--- src/rtl/adc_trig_pkg.sv ---
package adc_trig_pkg;

   // True when n is a power of two no smaller than two.
   function automatic bit is_pow2(input int n);
      return (n >= 2) && ((n & (n - 1)) == 0);
   endfunction

   // Variant choice for the source multiplexer.
   typedef enum logic [0:0] {
      MUX_INDEXED = 1'b0,
      MUX_ANDOR   = 1'b1
   } mux_style_e;

endpackage

--- src/rtl/trig_src_mux.sv ---
module trig_src_mux
   import adc_trig_pkg::*;
#(
   parameter int         NSRC  = 8,
   parameter mux_style_e STYLE = MUX_ANDOR,
   localparam int        SELW  = $clog2(NSRC)
) (
   input  logic [NSRC-2:0] periph_i,
   input  logic            done_i,
   input  logic [SELW-1:0] sel_i,
   output logic            lvl_o
);

   logic [NSRC-1:0] src_vec;
   assign src_vec = {periph_i, done_i};

   generate
      if (STYLE == MUX_ANDOR) begin : g_andor
         logic [NSRC-1:0] hit;
         for (genvar g = 0; g < NSRC; g++) begin : g_hit
            assign hit[g] = (sel_i == SELW'(g)) & src_vec[g];
         end
         assign lvl_o = |hit;
      end else begin : g_index
         assign lvl_o = src_vec[sel_i];
      end
   endgenerate

endmodule

--- src/rtl/trig_edge_det.sv ---
module trig_edge_det #(
   parameter int            SELW      = 3,
   parameter logic [SELW-1:0] FREE_CODE = '0
) (
   input  logic            clk_i,
   input  logic            rst_ni,
   input  logic            lvl_i,
   input  logic [SELW-1:0] sel_i,
   output logic            edge_o
);

   logic            lvl_q;
   logic [SELW-1:0] sel_q;
   logic            to_free;

   // History is kept every cycle, regardless of any enable.
   always_ff @(posedge clk_i or negedge rst_ni) begin
      if (!rst_ni) begin
         lvl_q <= 1'b0;
         sel_q <= FREE_CODE;
      end else begin
         lvl_q <= lvl_i;
         sel_q <= sel_i;
      end
   end

   assign to_free = (sel_i == FREE_CODE) && (sel_q != FREE_CODE);
   assign edge_o  = lvl_i & ~lvl_q & ~to_free;

   // a recorded low followed by a high must be seen as an edge unless entering free-run
   a_r3_edge_seen: assert property (@(posedge clk_i) disable iff (!rst_ni)
      (!lvl_i ##1 (lvl_i && sel_i != FREE_CODE)) |-> edge_o);

endmodule

--- src/rtl/conv_tracker.sv ---
module conv_tracker (
   input  logic clk_i,
   input  logic rst_ni,
   input  logic edge_i,
   input  logic auto_en_i,
   input  logic conv_en_i,
   input  logic done_flag_i,
   output logic start_o,
   output logic busy_o,
   output logic done_evt_o
);

   logic done_q;
   logic busy_q;
   logic start_q;
   logic accept;

   assign done_evt_o = done_flag_i & ~done_q;
   assign accept     = edge_i & auto_en_i & conv_en_i & (~busy_q | done_evt_o);

   always_ff @(posedge clk_i or negedge rst_ni) begin
      if (!rst_ni) begin
         done_q  <= 1'b0;
         busy_q  <= 1'b0;
         start_q <= 1'b0;
      end else begin
         done_q  <= done_flag_i;
         start_q <= accept;
         if (!conv_en_i)      busy_q <= 1'b0;
         else if (accept)     busy_q <= 1'b1;
         else if (done_evt_o) busy_q <= 1'b0;
      end
   end

   assign start_o = start_q;
   assign busy_o  = busy_q;

   a_r9_single_pulse: assert property (@(posedge clk_i) disable iff (!rst_ni)
      start_q |=> !start_q);

   a_r6_no_start_when_off: assert property (@(posedge clk_i) disable iff (!rst_ni)
      !conv_en_i |=> !start_q);

   a_r7_drop_while_busy: assert property (@(posedge clk_i) disable iff (!rst_ni)
      (busy_q && !done_evt_o) |=> !start_q);

   a_r7_busy_after_start: assert property (@(posedge clk_i) disable iff (!rst_ni)
      start_q |-> busy_q);

endmodule

--- src/rtl/chan_sync.sv ---
module chan_sync #(
   parameter int CHW = 6
) (
   input  logic           clk_i,
   input  logic           rst_ni,
   input  logic           busy_i,
   input  logic           done_evt_i,
   input  logic           wr_i,
   input  logic [CHW-1:0] wdata_i,
   output logic [CHW-1:0] chan_o
);

   logic [CHW-1:0] chan_q;
   logic [CHW-1:0] pend_q;
   logic           pend_vld_q;
   logic           open;

   assign open = ~busy_i | done_evt_i;

   always_ff @(posedge clk_i or negedge rst_ni) begin
      if (!rst_ni) begin
         chan_q     <= '0;
         pend_q     <= '0;
         pend_vld_q <= 1'b0;
      end else if (wr_i) begin
         if (open) begin
            chan_q     <= wdata_i;
            pend_vld_q <= 1'b0;
         end else begin
            pend_q     <= wdata_i;
            pend_vld_q <= 1'b1;
         end
      end else if (pend_vld_q && open) begin
         chan_q     <= pend_q;
         pend_vld_q <= 1'b0;
      end
   end

   assign chan_o = chan_q;

   a_r8_hold_in_flight: assert property (@(posedge clk_i) disable iff (!rst_ni)
      (busy_i && !done_evt_i) |=> $stable(chan_q));

   a_r8_idle_write: assert property (@(posedge clk_i) disable iff (!rst_ni)
      (wr_i && !busy_i) |=> (chan_q == $past(wdata_i)));

endmodule

--- src/rtl/adc_trig_sel.sv ---
module adc_trig_sel
   import adc_trig_pkg::*;
#(
   parameter int         NSRC      = 8,
   parameter int         CHW       = 6,
   parameter mux_style_e MUX_STYLE = MUX_ANDOR,
   localparam int        SELW      = $clog2(NSRC)
) (
   input  logic            clk_i,
   input  logic            rst_ni,
   input  logic [NSRC-2:0] periph_flag_i,
   input  logic            done_flag_i,
   input  logic [SELW-1:0] src_sel_i,
   input  logic            auto_en_i,
   input  logic            conv_en_i,
   input  logic            chan_wr_i,
   input  logic [CHW-1:0]  chan_wdata_i,
   output logic            start_o,
   output logic [CHW-1:0]  chan_sel_o
);

   localparam logic [SELW-1:0] FREE_CODE = '0;

   initial begin : p_elab_chk
      if (!is_pow2(NSRC)) $fatal(1, "NSRC must be a power of two >= 2");
      if (CHW < 1)        $fatal(1, "CHW must be at least 1");
   end

   logic lvl;
   logic edge_hit;
   logic busy;
   logic done_evt;

   trig_src_mux #(
      .NSRC  (NSRC),
      .STYLE (MUX_STYLE)
   ) u_mux (
      .periph_i (periph_flag_i),
      .done_i   (done_flag_i),
      .sel_i    (src_sel_i),
      .lvl_o    (lvl)
   );

   trig_edge_det #(
      .SELW      (SELW),
      .FREE_CODE (FREE_CODE)
   ) u_edge (
      .clk_i  (clk_i),
      .rst_ni (rst_ni),
      .lvl_i  (lvl),
      .sel_i  (src_sel_i),
      .edge_o (edge_hit)
   );

   conv_tracker u_trk (
      .clk_i       (clk_i),
      .rst_ni      (rst_ni),
      .edge_i      (edge_hit),
      .auto_en_i   (auto_en_i),
      .conv_en_i   (conv_en_i),
      .done_flag_i (done_flag_i),
      .start_o     (start_o),
      .busy_o      (busy),
      .done_evt_o  (done_evt)
   );

   chan_sync #(
      .CHW (CHW)
   ) u_chan (
      .clk_i      (clk_i),
      .rst_ni     (rst_ni),
      .busy_i     (busy),
      .done_evt_i (done_evt),
      .wr_i       (chan_wr_i),
      .wdata_i    (chan_wdata_i),
      .chan_o     (chan_sel_o)
   );

   a_r5_auto_off: assert property (@(posedge clk_i) disable iff (!rst_ni)
      !auto_en_i |=> !start_o);

   a_r4_enter_free_run: assert property (@(posedge clk_i) disable iff (!rst_ni)
      (src_sel_i == FREE_CODE && $past(src_sel_i) != FREE_CODE) |=> !start_o);

endmodule

--- config.mk ---
export PLATFORM = sky130hd
export DESIGN_NAME = adc_trig_sel
export DESIGN_NICKNAME = d
export VERILOG_FILES = /design/src/rtl/adc_trig_pkg.sv /design/src/rtl/trig_src_mux.sv /design/src/rtl/trig_edge_det.sv /design/src/rtl/conv_tracker.sv /design/src/rtl/chan_sync.sv /design/src/rtl/adc_trig_sel.sv
export SDC_FILE = /design/constraint.sdc
export NUM_CORES = 1
export LEC_CHECK = 0
export BUFFER_PORTS_ARGS = -buffer_cell sky130_fd_sc_hd__clkbuf_2
export CORE_UTILIZATION = 47
export DETAILED_ROUTE_END_ITERATION = 6
export GPL_ROUTABILITY_DRIVEN = 0
export PLACE_DENSITY = 0.76
export REMOVE_ABC_BUFFERS = 1
export SYNTH_ARGS = -nofsm -noshare
export SYNTH_HDL_FRONTEND = slang
export SYNTH_SLANG_ARGS = --single-unit
--- constraint.sdc ---
create_clock -name clk_i -period 1.7 [get_ports clk_i]
set_clock_uncertainty 0.05 [all_clocks]
set_input_delay 0.085 -clock clk_i [delete_from_list [all_inputs] [get_ports clk_i]]
set_output_delay 0.085 -clock clk_i [all_outputs]
set_load 0.02 [all_outputs]
Word-level counts from Yosys, hierarchy flattened

Index checks and enable logic that the tools add are counted.

Output and inout bits: 7
Input port bits: 22
Register bits after elaboration: 20

Bitwise gates (word level): 20
Reductions and logical operators: 8
Mux-type cells: 9
Eq/ne operators: 9

Operator list:

| operator           | count |
|---|---|
| $mux 6             | 3 |
| $and 1x1->1        | 14 |
| $eq 3x3->1 const B | 4 |
| $reduce_or 8->1    | 1 |
| $eq 3x2->1 const B | 2 |
| $mux 1             | 6 |
| $not 1->1          | 5 |
| $reduce_and 2->1   | 2 |
| $eq 3x1->1 const B | 1 |
| $logic_not 3->1    | 1 |
| $ne 3x1->1 const B | 1 |
| $reduce_bool 3->1  | 1 |
| $logic_and 1x1->1  | 2 |
| $ne 2x1->1 const B | 1 |
| $reduce_bool 2->1  | 1 |
| $or 1x1->1         | 1 |

Logic depth before layout (Yosys ltp)

Depth after elaboration: 10
Mapped depth: 6

Cells and area by module

A second synthesis with hierarchy kept.

Cell total of the unflattened synthesis: 57
Area total of the unflattened synthesis: 948.4 µm²

Modules (own cells, without submodules):

| module        | cells each | times used | area an instance (µm²) |
|---|---|---|---|
| chan_sync     | 37         | 1          | 646.9 |
| trig_edge_det | 8          | 1          | 122.6 |
| conv_tracker  | 9          | 1          | 115.1 |
| trig_src_mux  | 3          | 1          | 63.8 |

Least setup slack after synthesis

No wires, ideal clock.

Path kind: reg2reg
Start point: reg u_trk.done_q
End point: reg u_chan.pend_q[0]
Stages on the path, launching flop included: 5
Required time: 1.525 ns
Data arrival time: 1.131 ns
Period minus slack after synthesis: 1.305 ns
Setup slack: 0.395 ns
Setup time: 0.125 ns
Path through: dfrtp_1 -> nand2b_1 -> and2_1 -> nand2_2 -> mux2_2

Cells in the longest elaborated chain, start to end: 5

RTL lines:

| what                              | RTL line           | source |
|---|---|---|
| start: declaration                | conv_tracker.sv:13 | `logic done_q;` |
| start signal: assignment          | conv_tracker.sv:27 | `done_q <= done_flag_i;` |
| $not 1->1                         | conv_tracker.sv:18 | `assign done_evt_o = done_flag_i & ~done_q;` |
| $and 1x1->1                       | conv_tracker.sv:18 |  |
| $or 1x1->1                        | chan_sync.sv:18    | `assign open = ~busy_i \| done_evt_i;` |
| $not 1->1 (no source line)        | -                  |  |
| $reduce_and 2->1 (no source line) | -                  |  |
| end signal: assignment            | chan_sync.sv:30    | `pend_q <= wdata_i;` |
| end: declaration                  | chan_sync.sv:14    | `logic [CHW-1:0] pend_q;` |

No other way between the ends.
A chain may end at the register's enable or synchronous reset.

Worst setup path in the final report

Start point: reg u_trk.done_q
End point: reg u_chan.pend_q[4]

Same word-level chain as after synthesis.

==> metrics.cfg <==
[placed_design]
dp.cells = 120
hpwlAfterDp_mm = 1.151
io_buffers = 28
pre_cts_slack_ns = 0.2885

[synthesis]
synth_top_area_share_pct = 59.00
yosysUniqueCellTypes = 20
yosys.area.top_type = dfrtp_1
yosysSeqAreaShare_pct = 59.00
async_reset_ff_share_pct = 100.0
syn_area_per_cell_um2 = 12.12
ys_top_cells_by_count = dfrtp_1, mux2i_1, nor2_1
synth_warnings = 0
synth-seq-cells = 20
synth-edff-count = 0
synth-main-ff-cell = dfrtp_1
synthCells = 70
syn_area_um2 = 848.3
synthMostInstantiatedCell = dfrtp_1
ys_top_cells_by_area = dfrtp_1, mux2i_1, mux2_2, a21oi_1, nor2_1

[layout]
antenna_cells = 0
layoutNonFillerInstCount = 136
area_delta_synth_final_pct = 37.02
drive_above_1_share_pct = 35.71
final_nets = 135

[pwr]
intPower_mw = 0.8414
switching_share_pct = 27.83
p_switching_mw = 0.3245
clkPwrFrac_pct = 23.2
ir_drop_mv = 0.5476
powerDensity_mw_per_mm2 = 1003
pwr-share-seq_pct = 53.1
power_frac_comb_pct = 23.7
power_leakage_nw = 0.5858

[worst_setup_path]
critical_path_class = reg -> reg
crit_path_max_fanout = 6
arrival_ns = 1.56
slowest_delay_ns = 0.36
worst-path-buf-inv = 0
endpoint_kind = flop
crit_family = simple AND/OR/NAND/NOR gates
worstPathRequired_ns = 1.85
path_cells = nand2b_1 > and2_1 > nand2_2 > mux2_2
critPathLaunchType = flop
crit_slowest_cell = dfrtp_1

[global_route]
grt_pass1_vias = 652
globalRouteTotalUtil_pct = 19.57
grt_first_pass_wirelength_mm = 2.725
overflow = 0
antenna_found_initial = 0
grt_max_degree = 21

[floorplan]
row_count = 14
dieWidth_um = 44.49
start_util_pct = 53.22
coreArea_mm2 = 0.001594
die_area_mm2 = 0.001979
die_y_um = 44.49
io-pin-count = 29

[route]
vias = 652
drtPass1Iterations = 4
post_drt_wl_per_cell_um = 11.94
via_per_inst = 4.794
ant_nets = 0
routed_wl_mm = 1.624
drt_iter0_drc = 9
route.detailed.drc = 0

[clocking]
cts_made_buffers = 3
root_buffer = clkbuf_4
cts.htree.levels = 1
cts_resized = 0
clkLatencyLatePin_ns = 0.30
clkTransAtPathRegs_ns = 0.11
cts_tree = built
cts.sinks = 20
cts_setup_buffers = 0
clock_path_buffers = 2

[timing]
tns_ns = 0
rsz0062_at_grt = false
slew_viol_final = 0
tightestPinTransition_ns = 0.4954
period_needed_ns = 1.410
hold_viol = 0
max_freq_mhz = 709.4
maxSlewHeadroom_pct = 66.98
final.setup.worst_slack_ns = 0.2903
setup_viol_count_final = 0
fin_crit_sh_pct = 82.92

[status]
status = finished clean

[worst_hold_path]
hp-class = in -> reg

[flow_run]
maxCapViolCount = 0

-- layer usage --
layer / up-vias / routed length (um) / global-route usage [%]
li1: 331 / - / -
met1: 293 / 723 / 21.60
met2: 24 / 795 / 33.53
met3: 4 / 65 / 4.490
met4: 0 / 40 / 12.73
met5: - / 0 / 0
-- sequential cells by signal, indices dropped and copies added (netlist names) --
name               cells
u_chan.chan_o          6
u_chan.pend_q          6
u_chan.pend_vld_q      1
u_edge.lvl_q           1
u_edge.sel_q           3
u_trk.busy_o           1
u_trk.done_q           1
u_trk.start_o          1
-- cells by family after synthesis --
family,after synthesis,synth area share (%)
buffers and inverters,3,1.917
muxes,16,19.76
AOI/OAI and AO/OA,10,7.080
and+or+nand+nor,21,12.24
DFF,20,59.00
-- cell type report --
cell class                 instances  area [um2]
tap                               24       30.03
clock buffer                       4       36.28
multi-input combinational         47       331.6
timing repair buffer              40       260.3
fill                             121       431.7
sequential                        20       500.5
inverter                           1       3.754
-- metrics by stage --
stage | power [mW] | area [um2] | hold WS (ns) | util (%)
6_report | 1.166 | 1162 | 0.09575 | 72.92
5_1_grt | 1.234 | 1162 | 0.1092 | 72.92
4_1_cts | 1.175 | 1152 | 0.0001291 | 72.29
3_5_place_dp | 0.8846 | 1006 | 0.01825 | 63.11
3_3_place_gp | 0.8651 | 1006 | 0.01550 | 63.11
2_1_floorplan | 0.7775 | 835.8 | -0.2606 | -
-- path summary, 6_finish.rpt --
kind	to	slack (ns)	startpoint	depth (start not counted)
hold reg to reg	u_chan.pend_q[2]$_DFFE_PN0P_	0.47	u_chan.pend_q[2]$_DFFE_PN0P_	1
hold / removal	u_trk.start_o$_DFF_PN0_	0.1	auto_en_i	5
setup / recovery	u_chan.pend_q[4]$_DFFE_PN0P_	0.29	u_trk.done_q$_DFF_PN0_	4
max in group asynchronous	u_edge.sel_q[0]$_DFF_PN0_	1.05	rst_ni	2
min in group asynchronous	u_chan.chan_o[0]$_DFFE_PN0P_	0.22	rst_ni	2
setup reg to reg	u_chan.pend_q[4]$_DFFE_PN0P_	0.29	u_trk.done_q$_DFF_PN0_	4
-- worst min-delay path, cell delays in order --
cell and delay, ns:
clkbuf_2 0.08, nand3b_1 0.08, a21oi_1 0.04, o31ai_1 0.08, nor2_1 0.05
-- power by group through the flow --
stage,logic (mW),registers [mW],clock network (mW)
2_1_floorplan,0.126,0.652,0
3_3_place_gp,0.245,0.620,0
3_5_place_dp,0.258,0.626,0
4_1_cts,0.279,0.617,0.279
5_1_grt,0.305,0.629,0.300
6_report,0.277,0.619,0.270
-- cells in the final DEF, fill, tap and decap left out, types with 2 or more instances in the layout --
cell type,n
clkbuf_2,28
nand2_1,3
dfrtp_1,20
a21oi_1,7
clkbuf_4,3
mux2i_1,10
or3_1,2
mux2_2,6
dlygate4sd3_1,12
nor3_1,2
nor2_1,8
-- timing repair --
action / 4_1_cts / 5_1_grt
hold buffers: 11 / 1
setup endpoints to repair: 0 / 0
hold endpoints to repair: 30 / 1
Note: power is estimated with default switching activity, not from simulation.
